**src/rtl/irqc_pkg.sv**
```systemverilog
// Package: shared constants, register selector type and helper functions
// for the two-bank interrupt controller.
// Assumes byte addresses inside a 64-byte window and whole-word accesses.
package irqc_pkg;

    localparam int LINES_PER_BANK = 32;
    localparam int NUM_BANKS      = 2;
    localparam int TOTAL_LINES    = LINES_PER_BANK * NUM_BANKS;
    localparam int LINE_IDX_W     = $clog2(TOTAL_LINES);
    localparam int NUM_W          = LINE_IDX_W + 1;
    localparam int ADDR_W         = 6;

    typedef enum logic [1:0] {
        SEL_EVENT  = 2'd0,
        SEL_ENABLE = 2'd1,
        SEL_ACK    = 2'd2,
        SEL_STATE  = 2'd3
    } reg_sel_e;

    typedef struct packed {
        logic     hit;
        logic     bank;
        reg_sel_e sel;
    } decode_t;

    // Level-trigger mask shared by both banks; the wide variant adds bit 29.
    function automatic logic [LINES_PER_BANK-1:0] level_mask_f(input bit wide);
        return wide ? 32'h3FF0_0000 : 32'h1FF0_0000;
    endfunction

    // Maps a byte address onto a bank and register; 0x20 group is lower bank.
    function automatic decode_t decode_f(input logic [ADDR_W-1:0] addr);
        decode_t d;
        d.sel = reg_sel_e'(addr[3:2]);
        case (addr[5:4])
            2'b10:   begin d.hit = 1'b1; d.bank = 1'b0; end
            2'b01:   begin d.hit = 1'b1; d.bank = 1'b1; end
            default: begin d.hit = 1'b0; d.bank = 1'b0; end
        endcase
        return d;
    endfunction

endpackage

```
**src/rtl/irqc_sync.sv**
```systemverilog
// Module: multi-flop synchroniser for a vector of asynchronous lines.
// Assumes each bit is independent; no bus coherency is implied.
module irqc_sync #(
    parameter int W      = 32,
    parameter int STAGES = 2
) (
    input  logic         clk,
    input  logic         rst_n,
    input  logic [W-1:0] d,
    output logic [W-1:0] q
);
    localparam int LAST = STAGES - 1;

    logic [W-1:0] chain [STAGES];

    // Shift the inputs through the flop chain, clearing on reset.
    always_ff @(posedge clk) begin
        if (!rst_n) begin
            for (int i = 0; i < STAGES; i++) chain[i] <= '0;
        end else begin
            chain[0] <= d;
            for (int i = 1; i < STAGES; i++) chain[i] <= chain[i-1];
        end
    end

    assign q = chain[LAST];
endmodule

```
**src/rtl/irqc_bank.sv**
```systemverilog
// Module: one 32-line bank. It holds the synchronised line state, the sticky
// edge events, the enables and the pending set.
// Assumes the level mask is fixed at build time; masked lines never latch.
module irqc_bank
    import irqc_pkg::*;
#(
    parameter logic [LINES_PER_BANK-1:0] LEVEL_MASK  = 32'h1FF0_0000,
    parameter int                        SYNC_STAGES = 2
) (
    input  logic                      clk,
    input  logic                      rst_n,
    input  logic [LINES_PER_BANK-1:0] line_in,
    input  logic                      en_wr,
    input  logic                      ack_wr,
    input  logic [LINES_PER_BANK-1:0] wdata,
    output logic [LINES_PER_BANK-1:0] evt_q,
    output logic [LINES_PER_BANK-1:0] en_q,
    output logic [LINES_PER_BANK-1:0] state,
    output logic [LINES_PER_BANK-1:0] pend
);
    localparam logic [LINES_PER_BANK-1:0] EDGE_MASK = ~LEVEL_MASK;

    logic [LINES_PER_BANK-1:0] prev_q;
    logic [LINES_PER_BANK-1:0] rise;
    logic [LINES_PER_BANK-1:0] clr;

    irqc_sync #(.W(LINES_PER_BANK), .STAGES(SYNC_STAGES)) u_sync (
        .clk   (clk),
        .rst_n (rst_n),
        .d     (line_in),
        .q     (state)
    );

    // Keep the previous synchronised state for edge detection.
    always_ff @(posedge clk) begin
        if (!rst_n) prev_q <= '0;
        else        prev_q <= state;
    end

    // Find new rising edges on edge-type lines, and the bits being acknowledged.
    always_comb begin
        rise = state & ~prev_q & EDGE_MASK;
        clr  = ack_wr ? wdata : '0;
    end

    // Update the sticky events: acknowledge clears, and a new edge wins.
    always_ff @(posedge clk) begin
        if (!rst_n) evt_q <= '0;
        else        evt_q <= (evt_q & ~clr) | rise;
    end

    // Hold the enable register, loaded whole on a write.
    always_ff @(posedge clk) begin
        if (!rst_n)     en_q <= '0;
        else if (en_wr) en_q <= wdata;
    end

    // Merge events with the live level lines and gate them with the enables.
    always_comb begin
        pend = (evt_q | (state & LEVEL_MASK)) & en_q;
    end
endmodule

```
**src/rtl/irqc_regif.sv**
```systemverilog
// Module: register bus decode. It produces per-bank write strobes and the
// read-data multiplexer.
// Assumes single-cycle accesses; reads are combinational from register state.
module irqc_regif
    import irqc_pkg::*;
(
    input  logic                                     bus_en,
    input  logic                                     bus_wr,
    input  logic [ADDR_W-1:0]                        bus_addr,
    input  logic [NUM_BANKS-1:0][LINES_PER_BANK-1:0] evt,
    input  logic [NUM_BANKS-1:0][LINES_PER_BANK-1:0] en,
    input  logic [NUM_BANKS-1:0][LINES_PER_BANK-1:0] state,
    output logic [NUM_BANKS-1:0]                     en_wr,
    output logic [NUM_BANKS-1:0]                     ack_wr,
    output logic [LINES_PER_BANK-1:0]                rdata
);
    decode_t dec;

    // Decode the address once for both the write and read paths.
    always_comb begin
        dec = decode_f(bus_addr);
    end

    // Raise a write strobe for the addressed bank and register.
    always_comb begin
        en_wr  = '0;
        ack_wr = '0;
        if (bus_en && bus_wr && dec.hit) begin
            if (dec.sel == SEL_ENABLE) en_wr[dec.bank]  = 1'b1;
            if (dec.sel == SEL_ACK)    ack_wr[dec.bank] = 1'b1;
        end
    end

    // Select the read data; the acknowledge register and unmapped addresses read 0.
    always_comb begin
        rdata = '0;
        if (dec.hit) begin
            case (dec.sel)
                SEL_EVENT:  rdata = evt[dec.bank];
                SEL_ENABLE: rdata = en[dec.bank];
                SEL_STATE:  rdata = state[dec.bank];
                default:    rdata = '0;
            endcase
        end
    end
endmodule

```
**src/rtl/irqc_prio.sv**
```systemverilog
// Module: highest-set-bit encoder over the concatenated pending vector.
// Assumes the upper bank occupies the high half, so it is checked first.
module irqc_prio
    import irqc_pkg::*;
(
    input  logic [TOTAL_LINES-1:0] pend,
    output logic [NUM_W-1:0]       num
);
    localparam logic [NUM_W-1:0] NONE = '1;

    // Scan upward so the highest pending index is the one left in num.
    always_comb begin
        num = NONE;
        for (int i = 0; i < TOTAL_LINES; i++) begin
            if (pend[i]) num = NUM_W'(i);
        end
    end
endmodule

```
**src/rtl/dual_bank_irq_ctrl.sv**
```systemverilog
// Module: top of the two-bank mixed-trigger interrupt controller.
// Instantiates one bank per 32 lines, the bus decode, the priority encoder
// and the registered combined request.
// Assumes irq_in is asynchronous, and that rst_n is synchronous to clk.
module dual_bank_irq_ctrl
    import irqc_pkg::*;
#(
    parameter bit WIDE_LEVEL  = 1'b0,
    parameter int SYNC_STAGES = 2
) (
    input  logic                      clk,
    input  logic                      rst_n,
    input  logic [TOTAL_LINES-1:0]    irq_in,
    input  logic                      bus_en,
    input  logic                      bus_wr,
    input  logic [ADDR_W-1:0]         bus_addr,
    input  logic [LINES_PER_BANK-1:0] bus_wdata,
    output logic [LINES_PER_BANK-1:0] bus_rdata,
    output logic                      irq_out,
    output logic [NUM_W-1:0]          pend_num
);
    localparam logic [LINES_PER_BANK-1:0] LVL_MASK = level_mask_f(WIDE_LEVEL);

    logic [NUM_BANKS-1:0][LINES_PER_BANK-1:0] evt_b;
    logic [NUM_BANKS-1:0][LINES_PER_BANK-1:0] en_b;
    logic [NUM_BANKS-1:0][LINES_PER_BANK-1:0] state_b;
    logic [NUM_BANKS-1:0][LINES_PER_BANK-1:0] pend_b;
    logic [NUM_BANKS-1:0]                     en_wr;
    logic [NUM_BANKS-1:0]                     ack_wr;
    logic [TOTAL_LINES-1:0]                   pend_all;
    logic [LINES_PER_BANK-1:0]                lvl_mask_w;
    logic                                     irq_q;

    assign lvl_mask_w = LVL_MASK;

    for (genvar b = 0; b < NUM_BANKS; b++) begin : g_bank
        irqc_bank #(.LEVEL_MASK(LVL_MASK), .SYNC_STAGES(SYNC_STAGES)) u_bank (
            .clk     (clk),
            .rst_n   (rst_n),
            .line_in (irq_in[b*LINES_PER_BANK +: LINES_PER_BANK]),
            .en_wr   (en_wr[b]),
            .ack_wr  (ack_wr[b]),
            .wdata   (bus_wdata),
            .evt_q   (evt_b[b]),
            .en_q    (en_b[b]),
            .state   (state_b[b]),
            .pend    (pend_b[b])
        );
    end

    irqc_regif u_regif (
        .bus_en   (bus_en),
        .bus_wr   (bus_wr),
        .bus_addr (bus_addr),
        .evt      (evt_b),
        .en       (en_b),
        .state    (state_b),
        .en_wr    (en_wr),
        .ack_wr   (ack_wr),
        .rdata    (bus_rdata)
    );

    assign pend_all = pend_b;

    irqc_prio u_prio (
        .pend (pend_all),
        .num  (pend_num)
    );

    // Register the OR of all pending bits as the combined request.
    always_ff @(posedge clk) begin
        if (!rst_n) irq_q <= 1'b0;
        else        irq_q <= |pend_all;
    end

    assign irq_out = irq_q;
endmodule

```
**config.mk**
```make
export PLATFORM = sky130hd
export DESIGN_NAME = dual_bank_irq_ctrl
export DESIGN_NICKNAME = d
export VERILOG_FILES = /design/src/rtl/irqc_pkg.sv /design/src/rtl/irqc_sync.sv /design/src/rtl/irqc_bank.sv /design/src/rtl/irqc_regif.sv /design/src/rtl/irqc_prio.sv /design/src/rtl/dual_bank_irq_ctrl.sv
export SDC_FILE = /design/constraint.sdc
export NUM_CORES = 1
export LEC_CHECK = 0
export BUFFER_PORTS_ARGS = -buffer_cell sky130_fd_sc_hd__buf_2
export CELL_PAD_IN_SITES_DETAIL_PLACEMENT = 2
export CELL_PAD_IN_SITES_GLOBAL_PLACEMENT = 2
export CORE_MARGIN = 10
export CORE_UTILIZATION = 36
export DETAILED_ROUTE_END_ITERATION = 8
export GPL_TIMING_DRIVEN = 0
export PLACE_DENSITY = 0.87
export SETUP_SLACK_MARGIN = 0.1
export SLEW_MARGIN = 20
export SYNTH_ARGS = -nofsm -noshare
export SYNTH_HDL_FRONTEND = slang
export SYNTH_SLANG_ARGS = --single-unit
```
**constraint.sdc**
```tcl
create_clock -name clk -period 2.3 [get_ports clk]
set_input_delay 0.23 -clock clk [delete_from_list [all_inputs] [get_ports clk]]
set_output_delay 0.23 -clock clk [all_outputs]
set_load 0.01 [all_outputs]
```
==> flow_metrics.py <==
metrics = {
    "run_status": {
        "status": "finished, violations left",
        "violations": "setup timing",
    },
    "yosys": {
        "yosysSeqAreaShare_pct": 49.7,
        "synth.most_common_cell": "dfxtp_1",
        "async_reset_ff_share_pct": 0,
        "synth.top_cell.area_share_pct": 49.7,
        "ys_top_cells_by_area": "dfxtp_1, and2_1, nand2_1",
        "syn-instance-count": 1366,
        "synth_area_sq_um": 12200,
        "ys_ff_latch": 303,
        "synth.distinct_cells": 48,
        "ys_warn_count": 0,
        "syn_area_per_cell_sq_um": 8.93,
        "synth_top_area_cell": "dfxtp_1",
        "synth_commonest_cells": "dfxtp_1, nand2_1, and2_1",
        "ys.flop_type": "dfxtp_1",
        "syn_nets": 1473,
        "synth_enable_flop_cells": 0,
    },
    "die": {
        "die_y_microns": 204,
        "start_util_pct": 36.5,
        "fp.dieW_microns": 204,
        "core_area_sq_um": 33400,
        "rows": 67,
        "io-pin-count": 146,
        "dieArea_sq_um": 41600,
    },
    "run": {
        "cap_violations": 0,
    },
    "placed_design": {
        "dp_hpwl_microns": 35700,
        "dp_cells": 1956,
        "portBuffers": 142,
        "placed_cell_area_sq_um": 13500,
        "gp_congestion": 0.899,
    },
    "finish": {
        "area_growth_pct": 32.5,
        "num-fill-cells": 3495,
        "finalInstanceArea_sq_um": 16200,
        "drive_gt1_share_pct": 21.5,
        "finalNonFillerCells": 2125,
        "finalNetCount": 1756,
    },
    "global_route": {
        "grt_pass1_vias": 14200,
        "grt_use_total_pct": 29.1,
        "overflow": 0,
        "grt_max_degree": 14,
        "grt_pass1_wl_microns": 92900,
        "grt_antenna_before_repair": 1,
    },
    "setup_path": {
        "crit_fanout": 3,
        "path_delay_family": "compound AO/OA/AOI/OAI gates",
        "critPathRequiredTime_ns": 2.07,
        "cp_num_buf_inv": 2,
        "slowest_delay_ns": 0.34,
        "crit_arrival_ns": 2.46,
        "cp_cell_sequence": "o21ai_4, buf_6, nand4_1, nor2_1, nand2_1, a21o_1, a32oi_2, buf_2",
        "cp-end-kind": "primary output",
        "startpoint_type": "flip-flop",
        "crit_type": "flip-flop to primary output",
        "crit_slowest_cell": "dfxtp_2",
    },
    "pwr": {
        "peakVddDrop_mv": 0.674,
        "p_leak_uw": 0.00655,
        "p_per_area_nw_per_um2": 778,
        "power_uw": 12600,
    },
    "detailed_routing": {
        "dr.pass1.iters": 6,
        "wl_per_cell_microns": 30.6,
        "routed.top_layer": "met4",
        "vias_per_cell": 6.00,
        "dr_wl_met2_microns": 31500,
        "wl_microns": 65000,
        "vias": 12800,
        "wl_met3_microns": 4850,
        "wl_met1_microns": 25000,
        "drc_errors": 0,
        "ant_nets": 0,
        "drtIter0Drc": 1191,
    },
    "sta": {
        "skew_ns": 0.0162,
        "relSlewSlack_pct": 34.3,
        "rsz0062_at_grt": "yes",
        "period_minus_slack_ns": 2.69,
        "tns_ns": -2.26,
        "fin_crit_sh_pct": 117,
        "finalSetupViolCount": 7,
        "worst_slack_ns": -0.392,
        "max_freq_ghz": 0.372,
        "hold_viol": 0,
        "worstMarginPinSlew_ns": 0.986,
        "final_max_slew_viol_count": 0,
    },
    "clock_tree": {
        "clockRootBuffer": "clkbuf_16",
        "cts_buffers": 36,
        "clkSinkCount": 303,
        "path_clk_slew_ns": 0.07,
        "cts_max_level": 2,
        "clk_path_buf_depth": 3,
        "clk_latency_ns": 0.53,
        "cts_tree": "yes",
    },
    "hold_path": {
        "min_path_type": "input port to flip-flop",
    },
}
-- per-layer routing --
metal / vias to the layer above / track usage, %
li1: 5254 / -
met1: 6432 / 34.1
met2: 800 / 49.8
met3: 265 / 5.82
met4: 0 / 14.1
met5: - / 0
-- cells by family after synthesis --
kind of cell | Yosys count | synth area share, %
AO/OA/AOI/OAI | 376 | 20.8
adder cells (fa/ha/maj) | 1 | 0.103
buffers and inverters | 88 | 2.85
flip-flops | 303 | 49.7
multiplexers | 36 | 3.27
AND/OR/NAND/NOR | 562 | 23.2
-- cell usage in the layout, fill, tap and decap left out, drive strengths merged, types with 2 or more instances in the layout --
cell,instances
a32oi,5
mux2,31
a21o,2
a32o,4
a22o,6
o21a,29
a22oi,48
nand2,221
and2,180
dlygate4sd3,85
clkbuf,111
a21boi,89
buf,183
nor4,2
o211ai,3
nor2b,73
inv,5
a221oi,30
nand4,10
a31oi,7
mux2i,5
nor2,53
a211oi,2
nand2b,5
a21oi,111
clkinvlp,2
o21ai,31
nand3,12
dfxtp,303
diode,2
clkinv,10
and4,2
-- final cells by class --
class,count,area [sq um],share of cell area (%)
Multi-Input combinational cell,975,6130,37.9
Sequential cell,303,6110,37.8
Timing Repair Buffer,245,1710,10.6
Clock buffer,49,1060,6.56
Tap cell,448,561,3.47
Buffer,85,460,2.85
Clock inverter,15,116,0.720
Inverter,3,11.3,0.0697
Antenna cell,2,5.00,0.0310
-- registers in the layout, summed over array words and instances (netlist names) --
register and count:
g_bank.u_bank.u_sync.chain 128, g_bank.u_bank.evt_q 64, g_bank.u_bank.en_q 64, irq_out 1, g_bank.u_bank.prev_q 46
-- power breakdown --
group	switching (uW)	total [uW]	internal, uW
registers	162	5590	5430
clock network	2480	5840	3360
logic	674	1140	463
total	3320	12600	9250
-- through the flow --
| step | util [%] | setup WS (ns) | hold WS [ns] |
|---|---|---|---|
| 3_5_place_dp | 40.3 | -0.618 | 0.422 |
| 4_1_cts | 47.6 | -0.322 | 0.000560 |
| 5_1_grt | 48.3 | -0.444 | 0.00626 |
| 2_1_floorplan | - | 0.523 | 0.317 |
| 6_report | 48.3 | -0.392 | 0.00104 |
| 3_3_place_gp | 40.3 | -0.554 | 0.415 |
-- what timing repair did --
action	4_1_cts	5_1_grt
hold endpoints to repair	111	0
pin swaps	26	9
setup buffers	15	3
hold buffers	85	0
endpoints found under the setup margin	39	77
gates resized for setup	108	77
-- worst min-delay path: stages --
cell and delay, ns:
buf_2 0.14, nand2_1 0.07, a21boi_1 0.05
-- final timing paths --
| check | startpoint | end | slack [ns] | cells after the start |
|---|---|---|---|---|
| worst max-delay path | g_bank[0].u_bank.u_sync.chain[0][57]$_SDFF_PN0_ | pend_num[2] | -0.39 | 8 |
| worst min-delay path | bus_wdata[16] | g_bank[0].u_bank.en_q[16]$_SDFFE_PN0P_ | 0.001 | 3 |
| worst max register to register | g_bank[1].u_bank.evt_q[6]$_SDFF_PN0_ | irq_out$_SDFF_PN0_ | 0.42 | 7 |
| worst min register to register | g_bank[0].u_bank.u_sync.chain[0][17]$_SDFF_PN0_ | g_bank[0].u_bank.u_sync.chain[0][49]$_SDFF_PN0_ | 0.44 | 1 |
No activity file was read; power rests on OpenSTA's default activity.
